File: src/rtl/adc_seq_pkg.sv
package adc_seq_pkg;

  // field positions inside the configuration register
  localparam int unsigned CFG_W       = 16;
  localparam int unsigned DIV_LSB     = 13;
  localparam int unsigned CNT_LSB     = 8;
  localparam int unsigned CNT_W       = 5;
  localparam int unsigned INTV_BIT    = 7;
  localparam int unsigned CONT_BIT    = 6;
  localparam int unsigned IEN_BIT     = 5;
  localparam int unsigned OVR_BIT     = 4;
  localparam int unsigned EXT_W       = 4;
  localparam int unsigned DIVCNT_W    = 6;

  // strobes from sequencing control to the datapath
  typedef struct packed {
    logic seqStart;   // a sweep begins at channel 0
    logic smpTaken;   // a sample result is written this cycle
    logic seqEnd;     // that sample is the last of the sweep
  } seqStrobe_t;

  // divide ratio minus one for the three-bit selector
  function automatic logic [DIVCNT_W-1:0] divRatioM1(input logic [2:0] sel);
    if (sel == 3'd7) return DIVCNT_W'(39);
    return {2'b00, sel, 1'b0} + DIVCNT_W'(7);
  endfunction

endpackage

File: src/rtl/adc_seq_fsm.sv
module adc_seq_fsm
  import adc_seq_pkg::*;
(
  input  logic             clk,
  input  logic             rstN,
  input  logic             startReq,
  input  logic             abortReq,
  input  logic             smpDone,
  input  logic             convClkEn,
  input  logic             chanLast,
  input  logic             contMode,
  input  logic [EXT_W-1:0] acqExt,
  input  logic             acqExtEn,
  output logic             busy,
  output logic             smpStart,
  output logic             bufWrEn,
  output seqStrobe_t       strobe
);

  typedef enum logic [1:0] {ST_IDLE, ST_ACQ, ST_CONV} seqState_t;

  seqState_t        state, stateNext;
  logic [EXT_W-1:0] extLeft, extNext;
  logic [EXT_W-1:0] extLoad;

  assign extLoad  = acqExtEn ? acqExt : '0;
  assign busy     = (state != ST_IDLE);
  assign smpStart = (state == ST_ACQ) && (extLeft == '0);

  always_comb begin
    strobe          = '0;
    bufWrEn         = (state == ST_CONV) && smpDone;
    strobe.smpTaken = bufWrEn;
    strobe.seqEnd   = bufWrEn && chanLast;
    strobe.seqStart = !abortReq &&
                      (((state == ST_IDLE) && startReq) || (strobe.seqEnd && contMode));
  end

  always_comb begin
    stateNext = state;
    extNext   = extLeft;
    unique case (state)
      ST_IDLE: begin
        if (startReq) begin
          stateNext = ST_ACQ;
          extNext   = extLoad;
        end
      end
      ST_ACQ: begin
        if (extLeft == '0) begin
          stateNext = ST_CONV;
        end else if (convClkEn) begin
          extNext = extLeft - EXT_W'(1);
        end
      end
      ST_CONV: begin
        if (smpDone) begin
          if (chanLast && !contMode) begin
            stateNext = ST_IDLE;
          end else begin
            stateNext = ST_ACQ;
            extNext   = extLoad;
          end
        end
      end
      default: stateNext = ST_IDLE;
    endcase
    if (abortReq) stateNext = ST_IDLE;
  end

  always_ff @(posedge clk or negedge rstN) begin
    if (!rstN) begin
      state   <= ST_IDLE;
      extLeft <= '0;
    end else begin
      state   <= stateNext;
      extLeft <= extNext;
    end
  end

endmodule

File: src/rtl/adc_seq_path.sv
module adc_seq_path
  import adc_seq_pkg::*;
#(
  parameter int unsigned ADDR_W    = 5,
  parameter logic [15:0] RESET_CFG = 16'h4000
) (
  input  logic              clk,
  input  logic              rstN,
  input  logic              regWrEn,
  input  logic [CFG_W-1:0]  regWrData,
  input  logic              flagWrEn,
  input  logic              flagWrData,
  input  logic [ADDR_W-1:0] altLoc,
  input  logic [ADDR_W-1:0] seqLast,
  input  logic              busy,
  input  seqStrobe_t        strobe,
  output logic [CFG_W-1:0]  cfg,
  output logic              convClkEn,
  output logic              chanLast,
  output logic [ADDR_W-1:0] bufWrAddr,
  output logic              dataAvail,
  output logic              irq
);

  // configuration register, locked while busy
  always_ff @(posedge clk or negedge rstN) begin
    if (!rstN)                cfg <= RESET_CFG;
    else if (regWrEn && !busy) cfg <= regWrData;
  end

  // conversion clock divider
  logic [2:0]          divSel, divSelQ;
  logic [DIVCNT_W-1:0] divCnt, divLimit;

  assign divSel    = cfg[DIV_LSB +: 3];
  assign divLimit  = divRatioM1(divSel);
  assign convClkEn = (divCnt == divLimit) && (divSel == divSelQ);

  always_ff @(posedge clk or negedge rstN) begin
    if (!rstN) begin
      divSelQ <= RESET_CFG[DIV_LSB +: 3];
      divCnt  <= '0;
    end else begin
      divSelQ <= divSel;
      if ((divSel != divSelQ) || (divCnt == divLimit)) divCnt <= '0;
      else                                             divCnt <= divCnt + DIVCNT_W'(1);
    end
  end

  // channel pointer and buffer address
  logic [ADDR_W-1:0] chan;

  assign chanLast  = (chan == seqLast);
  assign bufWrAddr = cfg[OVR_BIT] ? altLoc : chan;

  always_ff @(posedge clk or negedge rstN) begin
    if (!rstN)                chan <= '0;
    else if (strobe.seqStart) chan <= '0;
    else if (strobe.smpTaken) chan <= chan + ADDR_W'(1);
  end

  // sample interval counter
  logic [CNT_W-1:0] smpCnt;
  logic             countHit;

  assign countHit = strobe.smpTaken && cfg[INTV_BIT] && (smpCnt == cfg[CNT_LSB +: CNT_W]);

  always_ff @(posedge clk or negedge rstN) begin
    if (!rstN)                smpCnt <= '0;
    else if (strobe.seqStart) smpCnt <= '0;
    else if (countHit)        smpCnt <= '0;
    else if (strobe.smpTaken) smpCnt <= smpCnt + CNT_W'(1);
  end

  // sticky data-available flag, setting wins over clearing
  always_ff @(posedge clk or negedge rstN) begin
    if (!rstN)                         dataAvail <= 1'b0;
    else if (countHit || strobe.seqEnd) dataAvail <= 1'b1;
    else if (flagWrEn && !flagWrData)  dataAvail <= 1'b0;
  end

  assign irq = dataAvail && cfg[IEN_BIT];

endmodule

File: src/rtl/adc_seq_ctrl.sv
module adc_seq_ctrl
  import adc_seq_pkg::*;
#(
  parameter int unsigned ADDR_W = 5
) (
  input  logic              clk,
  input  logic              rstN,
  input  logic              regWrEn,
  input  logic [15:0]       regWrData,
  output logic [15:0]       regRdData,
  input  logic              flagWrEn,
  input  logic              flagWrData,
  input  logic [ADDR_W-1:0] altLoc,
  input  logic [ADDR_W-1:0] seqLast,
  input  logic              acqExtEn,
  input  logic              startReq,
  input  logic              abortReq,
  input  logic              smpDone,
  output logic              convClkEn,
  output logic              smpStart,
  output logic              bufWrEn,
  output logic [ADDR_W-1:0] bufWrAddr,
  output logic              busy,
  output logic              dataAvail,
  output logic              irq
);

  seqStrobe_t       strobe;
  logic [CFG_W-1:0] cfg;
  logic             chanLast;

  assign regRdData = cfg;

  adc_seq_fsm i_fsm (
    .clk      (clk),
    .rstN     (rstN),
    .startReq (startReq),
    .abortReq (abortReq),
    .smpDone  (smpDone),
    .convClkEn(convClkEn),
    .chanLast (chanLast),
    .contMode (cfg[CONT_BIT]),
    .acqExt   (cfg[EXT_W-1:0]),
    .acqExtEn (acqExtEn),
    .busy     (busy),
    .smpStart (smpStart),
    .bufWrEn  (bufWrEn),
    .strobe   (strobe)
  );

  adc_seq_path #(.ADDR_W(ADDR_W)) i_path (
    .clk       (clk),
    .rstN      (rstN),
    .regWrEn   (regWrEn),
    .regWrData (regWrData),
    .flagWrEn  (flagWrEn),
    .flagWrData(flagWrData),
    .altLoc    (altLoc),
    .seqLast   (seqLast),
    .busy      (busy),
    .strobe    (strobe),
    .cfg       (cfg),
    .convClkEn (convClkEn),
    .chanLast  (chanLast),
    .bufWrAddr (bufWrAddr),
    .dataAvail (dataAvail),
    .irq       (irq)
  );

endmodule

File: config.mk
export PLATFORM = sky130hd
export DESIGN_NAME = adc_seq_ctrl
export DESIGN_NICKNAME = d
export VERILOG_FILES = /design/src/rtl/adc_seq_pkg.sv /design/src/rtl/adc_seq_fsm.sv /design/src/rtl/adc_seq_path.sv /design/src/rtl/adc_seq_ctrl.sv
export SDC_FILE = /design/constraint.sdc
export NUM_CORES = 1
export LEC_CHECK = 0
export BUFFER_PORTS_ARGS = -buffer_cell sky130_fd_sc_hd__buf_2
export CAP_MARGIN = 20
export CORE_ASPECT_RATIO = 0.9
export CORE_MARGIN = 5
export CORE_UTILIZATION = 35
export CTS_BUF_LIST = sky130_fd_sc_hd__clkbuf_8
export CTS_CLUSTER_SIZE = 10
export DETAILED_ROUTE_END_ITERATION = 10
export SYNTH_ARGS = -nofsm -noshare
export SYNTH_HDL_FRONTEND = slang
export SYNTH_SLANG_ARGS = --single-unit
File: constraint.sdc
create_clock -name clk -period 2.4 [get_ports clk]
set_input_delay 0.6 -clock clk [delete_from_list [all_inputs] [get_ports clk]]
set_output_delay 0.6 -clock clk [all_outputs]
set_load 0.05 [all_outputs]
# Word level (Yosys, flattened, before mapping)
# Cells that the tools add are included.
word_totals:
  register_bits: 42
  mem_count: 0
  romBits: 0
  elab_cells: 83
  latch_bits: 0
  inputBits: 35
  ramBits: 0
  output_inout_bits: 27
classes:
  n_mul: 0
  div: 0
  n_eq_ne: 16
  n_reduce_logical: 29
  n_addsub: 5
  n_lt_le_gt_ge: 0
  shift: 0
  bitwise: 0
  mux: 25
ops:
  columns: ["op", "count"]
  rows:
  - ["2-to-1 mux 5 bit", 6]
  - ["2-to-1 mux 4 bit", 6]
  - ["2-to-1 mux 6 bit", 3]
  - ["logical AND 1 bit", 13]
  - ["one-hot mux 4 bit (3 select lines)", 1]
  - ["adder 5 x 1 -> 5 bit (second input constant)", 2]
  - ["equality test 5 bit", 2]
  - ["!= test 2 bit (second input constant)", 5]
  - ["!= test 3 bit (second input constant)", 3]
  - ["2-to-1 mux 2 bit", 4]
  - ["adder 6 x 1 -> 6 bit (second input constant)", 1]
  - ["equality test 6 bit", 1]
  - ["one-hot mux 2 bit (3 select lines)", 1]
  - ["AND reduction 6 bit", 1]
  - ["nonzero test 2 bit", 3]
  - ["nonzero test 3 bit", 2]
  - ["adder 4 x 3 -> 5 bit (second input constant)", 1]
  - ["zero test 1 bit", 4]
  - ["zero test 4 bit", 1]
  - ["2-to-1 mux 1 bit", 4]
  - ["subtractor 4 x 1 -> 4 bit (second input constant)", 1]
  - ["equality test 3 bit", 1]
  - ["equality test 3 bit (second input constant)", 1]
  - ["logical OR 1 bit", 3]
  - ["5 further kinds", 5]

# Longest topological paths before layout
# Gate-level depths: netlist of run 1.
logic_depth:
  word_depth: 8
  ltp_mapped: 8
  ltp_nobuf: 8

# Modules after synthesis
# Synthesis of run 1 repeated with hierarchy kept, for this count alone.
unflattened:
  cells_unflattened: 220
  hier_area_um2: 2353.5
by_module_without_submodules:
  columns: ["mod", "instances", "seq_area_each_um2", "cells_per_inst", "area_each_um2"]
  rows:
  - ["adc_seq_path", 1, 903.4, 168, 1835.5]
  - ["adc_seq_fsm", 1, 150.1, 52, 518.0]

# Least setup slack after synthesis of run 1
# No wires, ideal clock.
synth_timing:
  path_type: "register to output"
  from: "register i_path.cfg[13]"
  to: "output convClkEn"
  path_stages_with_launch: 8
  t_arrival_ns: 2.537
  required_ns: 1.800
  n_path_buf: 0
  slack_ns: -0.737
  cell_sequence: "dfrtp_1 -> inv_1 -> ha_1 -> and3b_1 -> or3_1 -> a211oi_2 -> nand2_1 -> nor2_1"
synth_via:
  elab_chain_cells: 5
  word_cells_on_any_way: 7
  classes_between: "add/sub (1); eq/ne (3); mux (2); reduce/logical (1)"
synth_lines:
  columns: ["element", "line_no", "source"]
  rows:
  - ["start: declaration", "adc_seq_path.sv:17", "output logic [CFG_W-1:0] cfg,"]
  - ["start signal: assignment", "adc_seq_path.sv:28", "else if (regWrEn && !busy) cfg <= regWrData;"]
  - ["branches (longest 4 deep; another with adder 4 x 3 -> 5 bit)", null, null]
  - ["logical AND 1 bit *", "adc_seq_path.sv:37", "assign convClkEn = (divCnt == divLimit) && (divSel == divSelQ);"]
  - ["end: declaration", "adc_seq_ctrl.sv:19", "output logic convClkEn,"]
# Mark *: on every way between the ends.

# Final worst setup path of run 1
layout_timing:
  from: "register i_path.cfg[14]"
  to: "output convClkEn"
# Same word-level chain as after synthesis.

==> summary.md, run 1 <==
| Metric | Value |
|---|---|
| RSZ-0062 raised after global routing | `yes` |
| Failing checks | `setup timing` |
| FF+latch count, synth | `42` |
| Crit path kind | `flip-flop to primary output` |
| Floorplan row count | `27` |
| Area Overhead vs Synth | `27.5%` |
| R2R Path End | `i_fsm.extLeft[0]` |
| Worst VDD drop | `0.000491 V` |
| CTS Root Buffer Type | `clkbuf_8` |
| Placed cell count | `368` |
| Core ar. | `6180 µm²` |
| Mux share of post-synthesis cell area | `0.104` |
| Final Util | `0.462` |
| Static leakage | `1.32 nW` |
| I/O pins | `62` |
| Die Y | `85.9 µm` |
| Async SR Flop Fraction | `1.00` |
| Final setup vio count | `1` |
| DP HPWL | `3.93 mm` |
| Vias in the first global route | `1864` |
| WL/cell | `13.5 µm` |
| Drt pass-1 iters | `4` |
| Seq/Total Area, Yosys | `0.470` |
| Flop2flop setup slack | `110 ps` |
| Setup WS pre-CTS | `-294 ps` |
| Post-place instance area | `2750 µm²` |
| Worst hold path class | `primary input to asynchronous set/reset pin` |
| Slew Limit Fails | `0` |
| Synthesized area per cell | `10.4 µm²` |
| Worst R2R Path Depth | `9` |
| Final Hold Fails | `0` |
| WL met1 | `2.57 mm` |
| Largest family of logic cells by synthesized area | `simple AND/OR/NAND/NOR gates` |
| Skew-Pair Late Insertion Delay | `290 ps` |
| Clk buf depth | `2` |
| Clock Sinks | `42` |
| Sum of negative setup slack | `-433 ps` |
| Main area contributors after synthesis | `dfrtp_1, mux2_2, xnor2_1, nor2_1, ha_1` |
| Gate Count Post-Synth | `215` |
| Worst reg2reg startpoint | `i_path.cfg[14]` |
| Initial Util | `0.363` |
| Final worst slack | `-433 ps` |
| Number of max-cap violations | `0` |
| Routability cong. | `0.749` |
| Initial antenna violation count | `0` |
| XOR/XNOR Fraction of Synth Area | `0.0977` |
| Total power | `2.85 mW` |
| CTS buffer count | `5` |
| Tot GR Track Use | `0.135` |
| Grt ovf | `0` |
| Post-Synthesis Cell Area | `2240 µm²` |
| Adder-cell share of the synthesized area | `0.0335` |
| CTS HTree Levels | `2` |
| Largest area contributor in the netlist | `dfrtp_1` |
| Routed length on met2 | `2.06 mm` |
| Initial DRC count | `56` |
| Routed met3 length | `374 µm` |
| WHS | `230 ps` |
| Critical path peak fanout | `3` |
| Period utilization | `1.18` |
| Slew headroom | `0.695` |
| Ant. Diodes | `0` |
| Post-synthesis compound-gate area fraction | `0.0926` |
| EDFF count, synth | `0` |
| Largest net degree at the start of global routing | `26` |
| DRC Markers | `0` |
| Port Buf Inserts | `61` |
| Clock Pin Slew Worst Setup and Hold Paths | `90 ps` |
| Tightest Pin Transition | `455 ps` |
| Clock skew | `11.0 ps` |
| Most frequent cell after synthesis | `dfrtp_1` |
| Tmin final | `2830 ps` |
| Die Area | `8110 µm²` |
| P per Cell Area | `997 nW/µm²` |
| F_max | `353 MHz` |
| Synth Flop Type | `dfrtp_1` |
| Worst EP arrival | `2230 ps` |
| CTS tree | `done` |
| Routed vias/inst | `4.80` |
| DRT Wirelength | `5.08 mm` |
| Critical Path Source Type | `flip-flop` |
| Crit path required time | `1800 ps` |
| Post-synth top area share | `0.446` |
| Antenna Nets Post-Route | `0` |
| Top cell types by occurrence after synthesis | `dfrtp_1, nor2_1, xnor2_1` |
| Design Area, Final | `2860 µm²` |
| Fraction of layout cells with a size suffix above 1 | `0.393` |
| Synth Area in Simple Gates | `0.169` |
| Status | `finished, violations left` |
| Via count | `1811` |
| Ys Warns | `0` |
| Fin cells | `377` |
| Top sig layer | `met4` |
| Yosys cell types | `43` |
| First-pass GRT wire length | `8.75 mm` |
| Chip width | `94.4 µm` |
| Crit path capture type | `primary output` |
| Syn_nets | `256` |
| # nets final | `330` |
[cell families (layout without fill, tap and decap cells)]
logic type	Yosys count	count (layout)
AO/OA/AOI/OAI	29	29
XOR/XNOR	25	25
adder cells (fa/ha/maj)	6	6
buffers and inverters	16	91
flip-flops	42	42
multiplexers	21	21
AND/OR/NAND/NOR	76	76
[final cells by class]
cell class	count	area, µm²
flip-flops and latches	42	1060
fillers	599	3320
well taps	87	109
clock inverters	2	8.76
repair buffers	74	413
clock buffers	6	82.6
inverters	9	36.3
multi-input cells	157	1150
[critical path: stages, from the launching register on]
cell,delay [ps]
dfstp_4,650
inv_4,40
ha_4,140
and3b_1,160
or3_1,320
a211oi_2,260
nand2_2,110
nor2_4,100
buf_8,150
[worst max path at each step]
stage,to,cells after the start,from,slack [ps]
after detailed placement,convClkEn,8,i_path.cfg[14],-290
after global routing,convClkEn,8,i_path.cfg[14],-540
after CTS,convClkEn,8,i_path.cfg[14],-460
final,convClkEn,8,i_path.cfg[14],-430
after global placement,convClkEn,8,i_path.cfg[14],-260
after floorplan,convClkEn,7,i_path.cfg[14],-300
[report_power, final]
part	internal (mW)	switching (mW)
combinational	0.479	0.827
sequential	0.891	0.177
clock	0.228	0.246
total	1.60	1.25
[registers in the layout, summed over array words and instances, names as in the netlist]
name	cells
i_path.cfg	16
i_path.divCnt	6
i_path.chan	5
i_path.smpCnt	5
i_fsm.extLeft	4
i_path.divSelQ	3
i_fsm.state	2
i_path.dataAvail	1
[routing by layer]
metal / vias to the layer above / track usage
li1: 895 / -
met1: 843 / 0.190
met2: 66 / 0.199
met3: 7 / 0.0368
met4: 0 / 0.0472
met5: - / 0
[timing repair]
action	CTS	global route
gates resized for setup	3	1
endpoints found under the setup margin	1	3
buffers inserted	1	1
pin swaps	2	2
hold buffers	0	0
[cells in the final DEF, fill, tap and decap left out, drive strengths merged, types with 2 or more instances in the layout]
master,instances
mux2,19
xor2,5
xnor2,20
mux2i,2
dfrtp,40
nor2,22
a211oi,2
ha,6
o21ai,8
or3,3
and2,5
and3b,2
buf,74
a31oi,4
nand4,6
dfstp,2
a21oi,5
nor3,3
nand2,16
nand3,8
nand2b,2
nor2b,5
inv,10
clkbuf,6
a31o,2
(Power assumes the default switching activity.)
==> inputs of run 2 (changes only) <==
--- a/config.mk
+++ b/config.mk
@@ -13,6 +13,7 @@
 export CTS_BUF_LIST = sky130_fd_sc_hd__clkbuf_8
 export CTS_CLUSTER_SIZE = 10
 export DETAILED_ROUTE_END_ITERATION = 10
+export PLACE_DENSITY = 0.53
 export SYNTH_ARGS = -nofsm -noshare
 export SYNTH_HDL_FRONTEND = slang
 export SYNTH_SLANG_ARGS = --single-unit
==> run 2 against run 1 <==
The flow still finishes with violations (setup timing). Global-route usage about the same. Utilization increased by 0.18 points. Clock power decreased by 1%. First-iteration DRC count decreased by 48%. Largest cell class unchanged.
==> summary.md, run 2 (synthesized netlist as in run 1, its figures left out) <==
| Metric | Value |
|---|---|
| P per Cell Area | `996 nW/µm²` |
| Routed met3 length | `330 µm` |
| Vias in the first global route | `1789` |
| Period utilization | `1.17` |
| Failing checks | `setup timing` |
| Critical path peak fanout | `3` |
| CP max-delay cell | `dfstp_4` |
| Routed vias/inst | `4.71` |
| Initial antenna violation count | `0` |
| Initial Util | `0.363` |
| Via count | `1775` |
| # nets final | `330` |
| Most common cell after layout, fill and taps aside | `buf_2` |
| Reg with most FFs | `i_path.cfg` |
| Slew headroom | `0.641` |
| Final Util | `0.464` |
| Routability cong. | `0.773` |
| Area Overhead vs Synth | `28.0%` |
| Clock Pin Slew Worst Setup and Hold Paths | `80 ps` |
| Crit path kind | `flip-flop to primary output` |
| DRC Markers | `0` |
| Clock skew | `9.87 ps` |
| Final setup vio count | `1` |
| Clk buf depth | `2` |
| Routed length on met2 | `2.14 mm` |
| Die Area | `8110 µm²` |
| Number of max-cap violations | `0` |
| Post-place instance area | `2740 µm²` |
| Crit-path cells | `inv_4 -> ha_4 -> and3b_1 -> or3_1 -> a211oi_2 -> nand2_2 -> nor2_4 -> buf_6` |
| Max reg flops | `16` |
| CTS HTree Levels | `2` |
| Top sig layer | `met4` |
| Register Area | `1060 µm²` |
| DP HPWL | `3.83 mm` |
| F_max | `355 MHz` |
| Largest regs | `i_path.cfg (16), i_path.divCnt (6)` |
| CTS buffer count | `5` |
| Antenna Nets Post-Route | `0` |
| Final Hold Fails | `0` |
| CP delay by family, top | `simple AND/OR/NAND/NOR gates` |
| Tightest Pin Transition | `538 ps` |
| First-pass GRT wire length | `8.70 mm` |
| Tot GR Track Use | `0.135` |
| Crit path capture type | `primary output` |
| # hold bufs at CTS | `0` |
| Static leakage | `1.32 nW` |
| Port Buf Inserts | `61` |
| Setup WS pre-CTS | `-301 ps` |
| Worst VDD drop | `0.000434 V` |
| Chip width | `94.4 µm` |
| Skew-Pair Late Insertion Delay | `290 ps` |
| Crit-path max cell delay | `650 ps` |
| Drt pass-1 iters | `4` |
| Status | `finished, violations left` |
| Final worst slack | `-414 ps` |
| Largest net degree at the start of global routing | `43` |
| Fraction of layout cells with a size suffix above 1 | `0.397` |
| CTS Root Buffer Type | `clkbuf_8` |
| I/O pins | `62` |
| Tmin final | `2810 ps` |
| Worst hold path class | `primary input to asynchronous set/reset pin` |
| Crit path buf inv count | `2` |
| WL met1 | `2.54 mm` |
| Worst EP arrival | `2210 ps` |
| Number of fill cells in the layout | `605` |
| Ant. Diodes | `0` |
| Design Area, Final | `2870 µm²` |
| Commonest non-fill, non-tap cells in the layout | `buf_2, dfrtp_1, nor2_1` |
| DRT Wirelength | `5.06 mm` |
| Multi-input combinational cell area | `1160 µm²` |
| Initial DRC count | `29` |
| Core ar. | `6180 µm²` |
| RSZ-0062 raised after global routing | `yes` |
| WL/cell | `13.4 µm` |
| Die Y | `85.9 µm` |
| Clock Sinks | `42` |
| Floorplan row count | `27` |
| Slew Limit Fails | `0` |
| Critical Path Source Type | `flip-flop` |
| CTS tree | `done` |
| Grt ovf | `0` |
| Crit path required time | `1800 ps` |
-- run 2: cell counts in the layout (fill, tap and decap cells not counted) --
No cell type changed its count.
-- run 2: timing repair --
item	CTS	global route
endpoints found under the setup margin	1	5
gates resized for setup	2	3
buffers inserted	2	1
pin swaps	2	2
-- run 2: metal layers --
| metal | vias to the layer above | track usage |
|---|---|---|
| li1 | 892 | - |
| met1 | 825 | 0.189 |
| met2 | 54 | 0.208 |
| met3 | 4 | 0.0325 |
| met4 | 0 | 0.0354 |
| met5 | - | 0 |
-- run 2: layout make-up --
type	instances	share of cell area
inverter	9	0.0126
tap	87	0.0379
clock inverter	2	0.00305
multi-input combinational	157	0.406
sequential	42	0.369
timing repair buffer	74	0.143
clock buffer	6	0.0288
-- run 2: power by group --
part / switching, mW / internal [mW] / total, mW
registers: 0.179 / 0.892 / 1.07
clock network: 0.240 / 0.228 / 0.468
logic: 0.830 / 0.487 / 1.32
total: 1.25 / 1.61 / 2.86
-- run 2: stage by stage --
step                std cells  total power [mW]  hold slack [ps]  TNS (ps)
detailed placement        367              2.38              495      -301
global placement          367              2.38              498      -268
CTS                       377              2.88              386      -467
finish                    377              2.86              371      -414
global route              377              3.06              424      -613
floorplan                 215              2.05              304      -303
-- run 2: worst paths after layout --
check,start,to,slack (ps),depth (start not counted)
worst max-delay path,i_path.cfg[14],convClkEn,-410,8
worst min-delay path,rstN,i_path.divCnt[0],370,2
worst max register to register,i_path.cfg[14],i_fsm.extLeft[0],100,9
worst min register to register,i_path.divCnt[0],i_path.divCnt[0],500,1
max in group asynchronous,rstN,i_path.cfg[13],1640,2
min in group clk,i_path.divCnt[0],i_path.divCnt[0],500,1
-- run 2: worst register-to-register path: stages (launching register included) --
cell and delay, ps:
dfstp_4 650, inv_4 40, ha_4 140, and3b_1 160
or3_1 320, a211oi_2 250, buf_4 150, a31o_4 180
a31oi_4 90, a31o_1 200
==> inputs of run 3 (changes only) <==
==> constraint.sdc (replaced) <==
create_clock -name clk -period 2.65 [get_ports clk]
set_input_delay 0.6625 -clock clk [delete_from_list [all_inputs] [get_ports clk]]
set_output_delay 0.6625 -clock clk [all_outputs]
set_load 0.05 [all_outputs]
==> run 3 against run 2 <==
The run still ends with setup timing left. Via count shrank 1.0%. Utilization up 0.061 points. Global-route usage about the same. Register-to-register slack improved by 80 ps. Worst hold slack got worse by 41 ps. Sequential share of layout area about the same. Combinational power shrank 12%. First-iteration DRC count grew 100%. Sequential cell count stayed put. Largest cell class unchanged.
==> summary.md, run 3 (synthesized netlist as in run 1, its figures left out) <==
| Metric | Value |
|---|---|
| Slew Limit Fails | `0` |
| Critical path peak fanout | `4` |
| Worst EP arrival | `2230 ps` |
| Power share of the clock group | `0.194` |
| Post-place instance area | `2730 µm²` |
| Most common cell after layout, fill and taps aside | `buf_2` |
| Chip width | `94.4 µm` |
| Core ar. | `6180 µm²` |
| Antenna Nets Post-Route | `0` |
| Grt ovf | `0` |
| Initial antenna violation count | `0` |
| Area Overhead vs Synth | `28.1%` |
| Clk buf depth | `2` |
| Tmin final | `2890 ps` |
| Psw | `1.12 mW` |
| Sw frac | `0.421` |
| Floorplan row count | `27` |
| F_max | `346 MHz` |
| Share of power burned in registers | `0.368` |
| Crit path required time | `1990 ps` |
| Worst VDD drop | `0.000481 V` |
| CP delay by family, top | `simple AND/OR/NAND/NOR gates` |
| Period utilization | `1.09` |
| Skew-Pair Late Insertion Delay | `290 ps` |
| Crit-path max cell delay | `660 ps` |
| Vias in the first global route | `1779` |
| WL/cell | `13.3 µm` |
| Final Util | `0.465` |
| CTS buffer count | `5` |
| Final setup vio count | `1` |
| Crit path buf inv count | `2` |
| Largest net degree at the start of global routing | `43` |
| DRC Markers | `0` |
| CTS Root Buffer Type | `clkbuf_8` |
| Crit path kind | `flip-flop to primary output` |
| Total power | `2.65 mW` |
| Static leakage | `1.32 nW` |
| Die Y | `85.9 µm` |
| Ant. Diodes | `0` |
| Clock skew | `11.2 ps` |
| Slew headroom | `0.728` |
| Initial DRC count | `59` |
| Tot GR Track Use | `0.135` |
| Crit-path cells | `inv_4 -> ha_4 -> and3b_1 -> or3_1 -> a211oi_2 -> nand2_2 -> nor2_4 -> buf_6` |
| Routed vias/inst | `4.70` |
| Largest regs | `i_path.cfg (16), i_path.divCnt (6)` |
| First-pass GRT wire length | `8.68 mm` |
| CP max-delay cell | `dfstp_4` |
| Clock Pin Slew Worst Setup and Hold Paths | `70 ps` |
| Setup WS pre-CTS | `-101 ps` |
| Design Area, Final | `2870 µm²` |
| Final worst slack | `-238 ps` |
| Drt pass-1 iters | `4` |
| Pint | `1.53 mW` |
| Via count | `1757` |
| CTS tree | `done` |
| Max reg flops | `16` |
| Failing checks | `setup timing` |
| Logic pwr share | `0.438` |
| DRT Wirelength | `4.99 mm` |
| WHS | `331 ps` |
| Critical Path Source Type | `flip-flop` |
| Worst hold path class | `primary input to asynchronous set/reset pin` |
| Initial Util | `0.363` |
| Commonest non-fill, non-tap cells in the layout | `buf_2, dfrtp_1, nor2_1` |
| Reg with most FFs | `i_path.cfg` |
| # nets final | `328` |
| Clock Sinks | `42` |
| Crit path capture type | `primary output` |
| Number of max-cap violations | `0` |
| Routability cong. | `0.739` |
| P per Cell Area | `923 nW/µm²` |
| Final Hold Fails | `0` |
| Status | `finished, violations left` |
| RSZ-0062 raised after global routing | `yes` |
| Die Area | `8110 µm²` |
| Tightest Pin Transition | `402 ps` |
| Port Buf Inserts | `61` |
| I/O pins | `62` |
| Fraction of layout cells with a size suffix above 1 | `0.390` |
| DP HPWL | `3.83 mm` |
| CTS HTree Levels | `2` |
==> run 3: power by group through the flow <==
| stage | sequential [mW] | clock (mW) | combinational (mW) |
|---|---|---|---|
| final | 0.974 | 0.515 | 1.16 |
| after global routing | 1.00 | 0.562 | 1.27 |
| after CTS | 0.975 | 0.536 | 1.17 |
| after detailed placement | 0.989 | 0 | 1.16 |
| after global placement | 0.984 | 0 | 1.16 |
| after floorplan | 1.21 | 0 | 0.654 |
==> run 3: layer usage <==
layer	wire length, µm	GRT usage
met3	314	0.0333
met1	2480	0.184
met5	0	0
met2	2130	0.206
met4	62	0.0472
==> run 3: stage by stage <==
| step | setup TNS, ps | cells |
|---|---|---|
| final | -238 | 374 |
| after global routing | -323 | 374 |
| after CTS | -258 | 373 |
| after detailed placement | -101 | 364 |
| after global placement | -73.1 | 364 |
| after floorplan | -116 | 215 |
==> run 3: worst paths after layout <==
check / start / to / slack (ps) / cells past startpoint
worst max register to register: i_path.cfg[14] / i_fsm.extLeft[0] / 180 / 11
max in group asynchronous: rstN / i_path.divSelQ[1] / 2070 / 2
worst max-delay path: i_path.cfg[14] / convClkEn / -240 / 8
worst min register to register: i_path.cfg[13] / i_path.divSelQ[0] / 470 / 0
worst min-delay path: rstN / i_path.cfg[15] / 330 / 2
min in group clk: i_path.cfg[13] / i_path.divSelQ[0] / 470 / 0
==> run 3: layout make-up <==
class | instances | area, µm²
Sequential cell | 42 | 1060
Inverter | 9 | 36.3
Multi-Input combinational cell | 157 | 1150
Timing Repair Buffer | 72 | 407
Fill cell | 608 | 3310
Tap cell | 87 | 109
Clock inverter | 1 | 30.0
Clock buffer | 6 | 82.6
==> run 3: repair_timing <==
action,4_1_cts,5_1_grt
endpoints found under the hold margin,0,0
pin swaps,2,1
gates cloned,0,0
gates resized for setup,2,1
hold buffers,0,0
setup endpoints to repair,1,1
setup buffers,2,1
